## config.mk

```make
export PLATFORM = sky130hd
export DESIGN_NAME = blkdma_ctrl
export DESIGN_NICKNAME = d
export VERILOG_FILES = /design/src/rtl/blkdma_pkg.sv /design/src/rtl/blkdma_regs.sv /design/src/rtl/blkdma_engine.sv /design/src/rtl/blkdma_ctrl.sv
export SDC_FILE = /design/constraint.sdc
export NUM_CORES = 1
export LEC_CHECK = 0
export ABC_AREA = 1
export BUFFER_PORTS_ARGS = -buffer_cell sky130_fd_sc_hd__buf_2
export CAP_MARGIN = 20
export CORE_MARGIN = 2
export CORE_UTILIZATION = 45
export DETAILED_ROUTE_END_ITERATION = 8
export PLACE_DENSITY = 0.7
export SLEW_MARGIN = 30
export SYNTH_ARGS = -nofsm -noshare
export SYNTH_HDL_FRONTEND = slang
export SYNTH_HIERARCHICAL = 1
export SYNTH_SLANG_ARGS = --single-unit
export TNS_END_PERCENT = 20
```

## constraint.sdc

```tcl
create_clock -name clk -period 2.9 [get_ports clk]
set_clock_uncertainty 0.2 [all_clocks]
set_input_delay 0.87 -clock clk [delete_from_list [all_inputs] [get_ports clk]]
set_output_delay 0.87 -clock clk [all_outputs]
set_load 0.02 [all_outputs]
```

## src/rtl/blkdma_pkg.sv

```systemverilog
package blkdma_pkg;
  localparam int OFF_CMD  = 0;
  localparam int OFF_MAR  = 4;
  localparam int OFF_STAT = 8;

  localparam int ST_BUSY = 0;
  localparam int ST_DONE = 1;
  localparam int ST_ERR  = 2;

  localparam int CMD_DIR_BIT  = 0;
  localparam int CMD_SEC_LSB  = 1;
  localparam int CMD_SEC_W    = 5;
  localparam int CMD_TRK_LSB  = CMD_SEC_LSB + CMD_SEC_W;

  typedef enum logic [2:0] {
    S_IDLE,
    S_ARB,
    S_MRD,
    S_TX,
    S_RX,
    S_MWR
  } eng_state_e;
endpackage

```

## src/rtl/blkdma_regs.sv

```systemverilog
module blkdma_regs
  import blkdma_pkg::*;
#(
  parameter int ADDR_W = 16,
  parameter int REG_W = 16,
  parameter logic [ADDR_W-1:0] BASE_ADDR = 16'hCF00
) (
  input  logic              clk,
  input  logic              rst_n,
  input  logic              cpu_sel,
  input  logic              cpu_we,
  input  logic [ADDR_W-1:0] cpu_addr,
  input  logic [REG_W-1:0]  cpu_wdata,
  output logic [REG_W-1:0]  cpu_rdata,
  input  logic              busy,
  input  logic              done_pulse,
  output logic              start,
  output logic              go_q,
  output logic [REG_W-1:0]  cmd_q,
  output logic [ADDR_W-1:0] mar_q,
  output logic              irq
);
  localparam logic [ADDR_W-1:0] A_CMD  = BASE_ADDR + ADDR_W'(OFF_CMD);
  localparam logic [ADDR_W-1:0] A_MAR  = BASE_ADDR + ADDR_W'(OFF_MAR);
  localparam logic [ADDR_W-1:0] A_STAT = BASE_ADDR + ADDR_W'(OFF_STAT);

  logic done_q, err_q;
  logic wr_cmd, wr_mar, rd_stat;

  assign wr_cmd  = cpu_sel && cpu_we && (cpu_addr == A_CMD);
  assign wr_mar  = cpu_sel && cpu_we && (cpu_addr == A_MAR);
  assign rd_stat = cpu_sel && !cpu_we && (cpu_addr == A_STAT);
  assign start   = wr_cmd && !busy;
  assign irq     = done_q;

  always_comb begin
    cpu_rdata = '0;
    if (cpu_addr == A_CMD) begin
      cpu_rdata = cmd_q;
    end else if (cpu_addr == A_MAR) begin
      cpu_rdata = REG_W'(mar_q);
    end else if (cpu_addr == A_STAT) begin
      cpu_rdata[ST_BUSY] = busy;
      cpu_rdata[ST_DONE] = done_q;
      cpu_rdata[ST_ERR]  = err_q;
    end
  end

  always_ff @(posedge clk) begin
    if (!rst_n) begin
      cmd_q  <= '0;
      mar_q  <= '0;
      done_q <= 1'b0;
      err_q  <= 1'b0;
      go_q   <= 1'b0;
    end else begin
      go_q <= start;
      if (start) cmd_q <= cpu_wdata;
      if (wr_mar) mar_q <= cpu_wdata[ADDR_W-1:0];
      if (done_pulse) done_q <= 1'b1;
      else if (rd_stat) done_q <= 1'b0;
      if (wr_cmd && busy) err_q <= 1'b1;
      else if (rd_stat) err_q <= 1'b0;
    end
  end

  p_busy_cmd_err_r10: assert property (@(posedge clk) disable iff (!rst_n)
    (wr_cmd && busy) |=> err_q);
  p_cmd_frozen_r10: assert property (@(posedge clk) disable iff (!rst_n)
    (wr_cmd && busy) |=> $stable(cmd_q));
  p_rd_clears_r9: assert property (@(posedge clk) disable iff (!rst_n)
    (rd_stat && !done_pulse) |=> !irq);
endmodule

```

## src/rtl/blkdma_engine.sv

```systemverilog
module blkdma_engine
  import blkdma_pkg::*;
#(
  parameter int ADDR_W = 16,
  parameter int BYTE_W = 8,
  parameter int BLOCK_BYTES = 1024
) (
  input  logic              clk,
  input  logic              rst_n,
  input  logic              start,
  input  logic              to_disk,
  input  logic [ADDR_W-1:0] base_addr,
  output logic              busy,
  output logic              done_pulse,
  output logic              bus_req,
  input  logic              bus_gnt,
  output logic              cpu_stall,
  output logic              mem_en,
  output logic              mem_we,
  output logic [ADDR_W-1:0] mem_addr,
  output logic [BYTE_W-1:0] mem_wdata,
  input  logic [BYTE_W-1:0] mem_rdata,
  input  logic              mem_ack,
  output logic              tx_valid,
  input  logic              tx_ready,
  output logic [BYTE_W-1:0] tx_data,
  input  logic              rx_valid,
  output logic              rx_ready,
  input  logic [BYTE_W-1:0] rx_data
);
  localparam int CNT_W = (BLOCK_BYTES > 1) ? $clog2(BLOCK_BYTES) : 1;
  localparam logic [CNT_W-1:0] LAST = CNT_W'(BLOCK_BYTES - 1);

  eng_state_e        st;
  logic [ADDR_W-1:0] cur_addr;
  logic [CNT_W-1:0]  cnt;
  logic [BYTE_W-1:0] hold;
  logic              dir;
  logic              last, mem_fire, tx_fire;

  assign last      = (cnt == LAST);
  assign busy      = (st != S_IDLE);
  assign bus_req   = busy;
  assign cpu_stall = busy && bus_gnt;
  assign mem_en    = bus_gnt && ((st == S_MRD) || (st == S_MWR));
  assign mem_we    = (st == S_MWR);
  assign mem_addr  = cur_addr;
  assign mem_wdata = hold;
  assign tx_valid  = (st == S_TX);
  assign tx_data   = hold;
  assign rx_ready  = (st == S_RX);
  assign mem_fire  = mem_en && mem_ack;
  assign tx_fire   = tx_valid && tx_ready;
  assign done_pulse = last && ((tx_fire) || (mem_fire && mem_we));

  always_ff @(posedge clk) begin
    if (!rst_n) begin
      st       <= S_IDLE;
      cur_addr <= '0;
      cnt      <= '0;
      hold     <= '0;
      dir      <= 1'b0;
    end else begin
      unique case (st)
        S_IDLE: if (start) begin
          st       <= S_ARB;
          cur_addr <= base_addr;
          cnt      <= '0;
          dir      <= to_disk;
        end
        S_ARB: if (bus_gnt) st <= dir ? S_MRD : S_RX;
        S_MRD: if (mem_fire) begin
          hold <= mem_rdata;
          st   <= S_TX;
        end
        S_TX: if (tx_ready) begin
          cur_addr <= cur_addr + ADDR_W'(1);
          cnt      <= cnt + CNT_W'(1);
          st       <= last ? S_IDLE : S_MRD;
        end
        S_RX: if (rx_valid) begin
          hold <= rx_data;
          st   <= S_MWR;
        end
        S_MWR: if (mem_fire) begin
          cur_addr <= cur_addr + ADDR_W'(1);
          cnt      <= cnt + CNT_W'(1);
          st       <= last ? S_IDLE : S_RX;
        end
        default: st <= S_IDLE;
      endcase
    end
  end

  p_tx_hold_r7: assert property (@(posedge clk) disable iff (!rst_n)
    (tx_valid && !tx_ready) |=> (tx_valid && $stable(tx_data)));
  p_mem_hold_r7: assert property (@(posedge clk) disable iff (!rst_n)
    (mem_en && !mem_ack) |=> (mem_en && $stable(mem_addr)));
  p_no_mem_wo_gnt_r4: assert property (@(posedge clk) disable iff (!rst_n)
    !bus_gnt |-> !mem_en);
endmodule

```

## src/rtl/blkdma_ctrl.sv

```systemverilog
module blkdma_ctrl
  import blkdma_pkg::*;
#(
  parameter int ADDR_W = 16,
  parameter int REG_W = 16,
  parameter int BYTE_W = 8,
  parameter int BLOCK_BYTES = 1024,
  parameter logic [ADDR_W-1:0] BASE_ADDR = 16'hCF00
) (
  input  logic              clk,
  input  logic              rst_n,
  input  logic              cpu_sel,
  input  logic              cpu_we,
  input  logic [ADDR_W-1:0] cpu_addr,
  input  logic [REG_W-1:0]  cpu_wdata,
  output logic [REG_W-1:0]  cpu_rdata,
  output logic              irq,
  output logic              bus_req,
  input  logic              bus_gnt,
  output logic              cpu_stall,
  output logic              mem_en,
  output logic              mem_we,
  output logic [ADDR_W-1:0] mem_addr,
  output logic [BYTE_W-1:0] mem_wdata,
  input  logic [BYTE_W-1:0] mem_rdata,
  input  logic              mem_ack,
  output logic              dsk_go,
  output logic [REG_W-CMD_TRK_LSB-1:0] dsk_track,
  output logic [CMD_SEC_W-1:0] dsk_sector,
  output logic              dsk_write,
  output logic              tx_valid,
  input  logic              tx_ready,
  output logic [BYTE_W-1:0] tx_data,
  input  logic              rx_valid,
  output logic              rx_ready,
  input  logic [BYTE_W-1:0] rx_data
);
  logic              busy, done_pulse, start;
  logic [REG_W-1:0]  cmd_q;
  logic [ADDR_W-1:0] mar_q;

  blkdma_regs #(.ADDR_W(ADDR_W), .REG_W(REG_W), .BASE_ADDR(BASE_ADDR)) u_regs (
    .clk(clk), .rst_n(rst_n), .cpu_sel(cpu_sel), .cpu_we(cpu_we),
    .cpu_addr(cpu_addr), .cpu_wdata(cpu_wdata), .cpu_rdata(cpu_rdata),
    .busy(busy), .done_pulse(done_pulse), .start(start), .go_q(dsk_go),
    .cmd_q(cmd_q), .mar_q(mar_q), .irq(irq)
  );

  blkdma_engine #(.ADDR_W(ADDR_W), .BYTE_W(BYTE_W), .BLOCK_BYTES(BLOCK_BYTES)) u_eng (
    .clk(clk), .rst_n(rst_n), .start(start), .to_disk(cpu_wdata[CMD_DIR_BIT]),
    .base_addr(mar_q), .busy(busy), .done_pulse(done_pulse), .bus_req(bus_req),
    .bus_gnt(bus_gnt), .cpu_stall(cpu_stall), .mem_en(mem_en), .mem_we(mem_we),
    .mem_addr(mem_addr), .mem_wdata(mem_wdata), .mem_rdata(mem_rdata),
    .mem_ack(mem_ack), .tx_valid(tx_valid), .tx_ready(tx_ready), .tx_data(tx_data),
    .rx_valid(rx_valid), .rx_ready(rx_ready), .rx_data(rx_data)
  );

  assign dsk_track  = cmd_q[REG_W-1:CMD_TRK_LSB];
  assign dsk_sector = cmd_q[CMD_TRK_LSB-1:CMD_SEC_LSB];
  assign dsk_write  = cmd_q[CMD_DIR_BIT];

  p_req_drop_irq_r8: assert property (@(posedge clk) disable iff (!rst_n)
    $fell(bus_req) |-> irq);
  p_go_req_r4: assert property (@(posedge clk) disable iff (!rst_n)
    dsk_go |-> bus_req);
  p_fields_frozen_r10: assert property (@(posedge clk) disable iff (!rst_n)
    (busy && !dsk_go) |=> $stable(cmd_q));
endmodule

```

==> flow_summary.html <==
<table>
<tr><th>Metric</th><th>Value</th></tr>
<tr><th colspan="2">Status</th></tr>
<tr><td>Status</td><td>complete, but fails checks</td></tr>
<tr><td>Violations in the final reports</td><td>negative setup slack</td></tr>
<tr><th colspan="2">Min path</th></tr>
<tr><td>Hold Path Sink</td><td>u_regs/err_q</td></tr>
<tr><td>Hold crit path type</td><td>reg2reg</td></tr>
<tr><td>Worst hold path depth</td><td>2</td></tr>
<tr><td>Worst hold start</td><td>u_regs/err_q</td></tr>
<tr><th colspan="2">STA</th></tr>
<tr><td>Hold slack</td><td>0.272 ns</td></tr>
<tr><td>Number of failing hold endpoints at the final stage</td><td>0</td></tr>
<tr><td>Fin Setup TNS</td><td>-2.44 ns</td></tr>
<tr><td>Final critical delay including setup and external delays</td><td>3.07 ns</td></tr>
<tr><td>Transition at the pin with the smallest max-transition slack</td><td>0.703 ns</td></tr>
<tr><td>Fin worst setup slack</td><td>-0.172 ns</td></tr>
<tr><td>Number of slew-limit violations in the final report</td><td>0</td></tr>
<tr><td>Share of the clock period used by the worst path</td><td>106%</td></tr>
<tr><td>Highest clock rate</td><td>326 MHz</td></tr>
<tr><td>Setup violation total in the final timing report</td><td>16</td></tr>
<tr><td>Setup repair after global routing missed its margin</td><td>true</td></tr>
<tr><td>Relative slew slack</td><td>53.1%</td></tr>
<tr><th colspan="2">Critical path</th></tr>
<tr><td>Required time of the critical path</td><td>1.83 ns</td></tr>
<tr><td>Critical path fanouts, max</td><td>7</td></tr>
<tr><td>Destination of the worst register-to-register timing path</td><td>u_eng/cnt[3]</td></tr>
<tr><td>Worst setup path category</td><td>in2out</td></tr>
<tr><td>First element of the critical path</td><td>cpu_addr[12]</td></tr>
<tr><td>Depth of the worst register-to-register path</td><td>12</td></tr>
<tr><td>Sort of element at the start of the critical path</td><td>input port</td></tr>
<tr><td>Worst-case register-to-register setup slack</td><td>0.74 ns</td></tr>
<tr><td>Worst setup EP type</td><td>output port</td></tr>
<tr><td>Data arrival time of the critical path</td><td>roughly 2.0 ns</td></tr>
<tr><td>Worst reg2reg path startpoint</td><td>u_eng/st[0]</td></tr>
<tr><th colspan="2">Floorplanning</th></tr>
<tr><td>Effective utilization at floorplan</td><td>between 40% and 50%</td></tr>
<tr><td>Vert. Die Dim</td><td>about 110 um</td></tr>
<tr><td>Floorplan die width</td><td>~110 um</td></tr>
<tr><td>Area of the placeable core</td><td>10200 um2</td></tr>
<tr><td>Total die area</td><td>between 10000 and 15000 um2</td></tr>
<tr><td>I/O pin cnt</td><td>roughly 130</td></tr>
<tr><td>Site row count</td><td>37</td></tr>
<tr><th colspan="2">Pwr</th></tr>
<tr><td>Cell Pwr Density</td><td>roughly 350 nW/um2</td></tr>
<tr><td>Worst VDD drop</td><td>0.254 mV</td></tr>
<tr><td>Leakage power of the design</td><td>approximately 2.8 nW</td></tr>
<tr><th colspan="2">Cells and area</th></tr>
<tr><td>Most frequent standard cell in the layout excluding fill and tap cells</td><td>sky130_fd_sc_hd__nand2_1</td></tr>
<tr><td>Final-layout fill cell count</td><td>about 1000</td></tr>
<tr><td>Final-stage net count</td><td>915</td></tr>
<tr><td>Count of inserted antenna diode cells</td><td>0</td></tr>
<tr><td>Syn-to-layout area delta</td><td>26.9%</td></tr>
<tr><td>Top library cells by usage in the layout, fill and taps aside</td><td>sky130_fd_sc_hd__nand2_1 (180), sky130_fd_sc_hd__nor2_1 (117), sky130_fd_sc_hd__buf_2 (109)</td></tr>
<tr><td>Share of layout cells above drive strength 1</td><td>29.6%</td></tr>
<tr><td>Finished Layout Cells</td><td>998</td></tr>
<tr><th colspan="2">Drt</th></tr>
<tr><td>DRC errors left</td><td>0</td></tr>
<tr><td>Total vias in the final route</td><td>between 4000 and 5000</td></tr>
<tr><td>First-pass DRT Iterations</td><td>5</td></tr>
<tr><td>Remaining antenna violation count</td><td>0</td></tr>
<tr><td>Post-DR wirelength/cell</td><td>around 12 um</td></tr>
<tr><td>Sum of routed wire length over all layers</td><td>12.1 mm</td></tr>
<tr><td>Average via count per standard cell</td><td>4.88</td></tr>
<tr><td>Iter 0 DRT Violations</td><td>293</td></tr>
<tr><th colspan="2">Global routing</th></tr>
<tr><td>First-pass GRT wire length</td><td>between 15 and 20 mm</td></tr>
<tr><td>Maximum number of pins on one net before global-route repair</td><td>33</td></tr>
<tr><td>Total congestion overflow after global routing</td><td>0</td></tr>
<tr><td>Via count of the first global-routing pass</td><td>4296</td></tr>
<tr><td>Global-route usage over all layers</td><td>21.6%</td></tr>
<tr><td>Initial antenna violation count</td><td>0</td></tr>
<tr><th colspan="2">Logic synthesis</th></tr>
<tr><td>Top area cells in the synthesized netlist</td><td>sky130_fd_sc_hd__dfxtp_1 (31%), sky130_fd_sc_hd__nand2_1 (15%), sky130_fd_sc_hd__nor2_1 (9.5%), sky130_fd_sc_hd__inv_1 (7.4%), sky130_fd_sc_hd__nand3_1 (5.9%)</td></tr>
<tr><td>Post-synth top area cell</td><td>sky130_fd_sc_hd__dfxtp_1</td></tr>
<tr><td>Most used flip-flop cell after synthesis</td><td>sky130_fd_sc_hd__dfxtp_1</td></tr>
<tr><td>Netlist Area Pre-Place</td><td>4680 um2</td></tr>
<tr><td>Library cells used by synthesis</td><td>38</td></tr>
<tr><td>Post-synth EDFFs</td><td>0</td></tr>
<tr><td>Mapped Avg Cell Area</td><td>6.45 um2</td></tr>
<tr><td>Post-synthesis sequential area ratio</td><td>a little under a third</td></tr>
<tr><td>Number of instances in the synthesized netlist</td><td>725</td></tr>
<tr><td>Net Count, Synth</td><td>783</td></tr>
<tr><td>Number of warning messages in the yosys log</td><td>6</td></tr>
<tr><td>Register bit count reported by yosys</td><td>73</td></tr>
<tr><td>Area fraction of the dominant cell type after synthesis</td><td>31.2%</td></tr>
<tr><td>Proportion of synthesized flip-flops having asynchronous set or reset</td><td>0%</td></tr>
<tr><th colspan="2">Placed design</th></tr>
<tr><td>Number of instances in the placed design</td><td>about 1000</td></tr>
<tr><td>Port-buffer cells</td><td>127</td></tr>
<tr><td>Global placement routability congestion</td><td>0.894</td></tr>
<tr><td>Post-detailed-placement half-perimeter wirelength</td><td>around 8.7 mm</td></tr>
<tr><th colspan="2">CTS</th></tr>
<tr><td>Clock net sink count</td><td>73</td></tr>
<tr><td>Number of clock buffers inserted by TritonCTS</td><td>9</td></tr>
<tr><td>Maximum clock insertion buffer count</td><td>2</td></tr>
<tr><td>CTS tree</td><td>yes</td></tr>
<tr><td>Total number of H-tree levels</td><td>3</td></tr>
<tr><td>Source-to-sink clock delay at the later pin of the worst-skew pair</td><td>0.35 ns</td></tr>
<tr><td>Number of hold-repair buffers added at the cts stage</td><td>0</td></tr>
<tr><td>Clk root buf</td><td>sky130_fd_sc_hd__clkbuf_8</td></tr>
<tr><td>Worst-path clk slew</td><td>around 0.070 ns</td></tr>
<tr><th colspan="2">Job</th></tr>
<tr><td>Max-capacitance violation count</td><td>0</td></tr>
</table>
how the worst max path moves through the flow:
stage	end	slack [ns]	cells after the start
final	cpu_rdata[14]	-0.17	10
after global routing	cpu_rdata[3]	-0.24	10
after CTS	cpu_rdata[15]	-0.15	10
after detailed placement	cpu_rdata[2]	-0.21	11
after global placement	cpu_rdata[1]	-0.17	11
after floorplan	cpu_rdata[15]	-0.15	7
final cells by class:
class	count	area [um2]	share of cell area (%)
multi-input cells	518	2690	45.3
well taps	136	170	2.87
clock buffers	9	124	2.09
repair buffers	156	987	16.6
inverters	99	389	6.55
clock inverters	7	119	2.00
flip-flops and latches	73	1460	24.6
where the power goes:
part	leakage (nW)	internal (W)	switching (W)	total (W)
sequential	0.588	0.00100	0.000000110	0.00100
clock	0.115	0.000571	0.000409	0.000980
combinational	2.11	0.0000511	0.0000656	0.000117
cells by family after synthesis:
kind of cell	share of synthesized area [%]
AND/OR/NAND/NOR	42.6
buffers and inverters	13.9
AO/OA/AOI/OAI	11.7
flip-flops	31.2
adder cells (fa/ha/maj)	0.535
sequential cells by signal, indices dropped and copies added, names as in the netlist:
register	count
u_eng/mem_wdata	8
u_eng/st	3
u_regs/err_q	1
u_regs/mar_q	16
u_regs/cmd_q	16
u_regs/go_q	1
u_eng/cnt	10
u_eng/dir	1
u_eng/mem_addr	16
u_regs/irq	1
stage by stage:
step	setup slack [ns]	cell area, um2	total power [W]	util, %
after floorplan	-0.150	4680	0.00107	-
after global placement	-0.173	5430	0.00113	53.0
after detailed placement	-0.212	5430	0.00113	53.0
after CTS	-0.154	5760	0.00211	56.3
after global routing	-0.241	5940	0.00217	58.0
final	-0.172	5940	0.00210	58.0
repair_timing:
action	CTS	global route
pin swaps	1	5
resized for setup	28	43
cloned	0	1
setup endpoints to repair	16	16
hold endpoints to repair	0	0
setup buffers	1	2
synthesized netlist by cell type (3+ instances only):
cell type,instances
sky130_fd_sc_hd__nand2_2,3
sky130_fd_sc_hd__nor2_1,119
sky130_fd_sc_hd__o21ai_1,22
sky130_fd_sc_hd__nand4_2,3
sky130_fd_sc_hd__a21oi_1,35
sky130_fd_sc_hd__o21ai_2,11
sky130_fd_sc_hd__nand2_1,184
sky130_fd_sc_hd__nand4_1,15
sky130_fd_sc_hd__a21oi_2,3
sky130_fd_sc_hd__buf_6,12
sky130_fd_sc_hd__inv_1,92
sky130_fd_sc_hd__nor3_1,7
sky130_fd_sc_hd__inv_2,5
sky130_fd_sc_hd__nor2_2,3
sky130_fd_sc_hd__nor2_4,5
sky130_fd_sc_hd__buf_2,5
sky130_fd_sc_hd__nand3b_1,3
sky130_fd_sc_hd__nand2_4,8
sky130_fd_sc_hd__nor2_8,3
sky130_fd_sc_hd__nand3_1,55
sky130_fd_sc_hd__buf_4,12
sky130_fd_sc_hd__dfxtp_1,73
sky130_fd_sc_hd__clkbuf_1,5
sky130_fd_sc_hd__o21ai_0,17
sky130_fd_sc_hd__nand3_2,6
critical path: stages:
cell and delay (ns):
sky130_fd_sc_hd__buf_6 0.10, sky130_fd_sc_hd__inv_4 0.05, sky130_fd_sc_hd__nand2_4 0.04, sky130_fd_sc_hd__nor2_4 0.11, sky130_fd_sc_hd__nand2_4 0.07, sky130_fd_sc_hd__nor3_4 0.27, sky130_fd_sc_hd__buf_6 0.19, sky130_fd_sc_hd__nand3_2 0.07
sky130_fd_sc_hd__o21ai_2 0.08, sky130_fd_sc_hd__buf_6 0.14
routing by layer:
| metal | vias to the layer above | GRT usage [%] | wire (um) |
|---|---|---|---|
| li1 | 2537 | - | - |
| met3 | 13 | 4.66 | 855 |
| met4 | 0 | 6.11 | 136 |
| met5 | - | 0 | 0 |
| met1 | 2165 | 29.2 | 5550 |
| met2 | 160 | 34.8 | 5560 |
No activity file was read; power rests on OpenSTA's default activity.
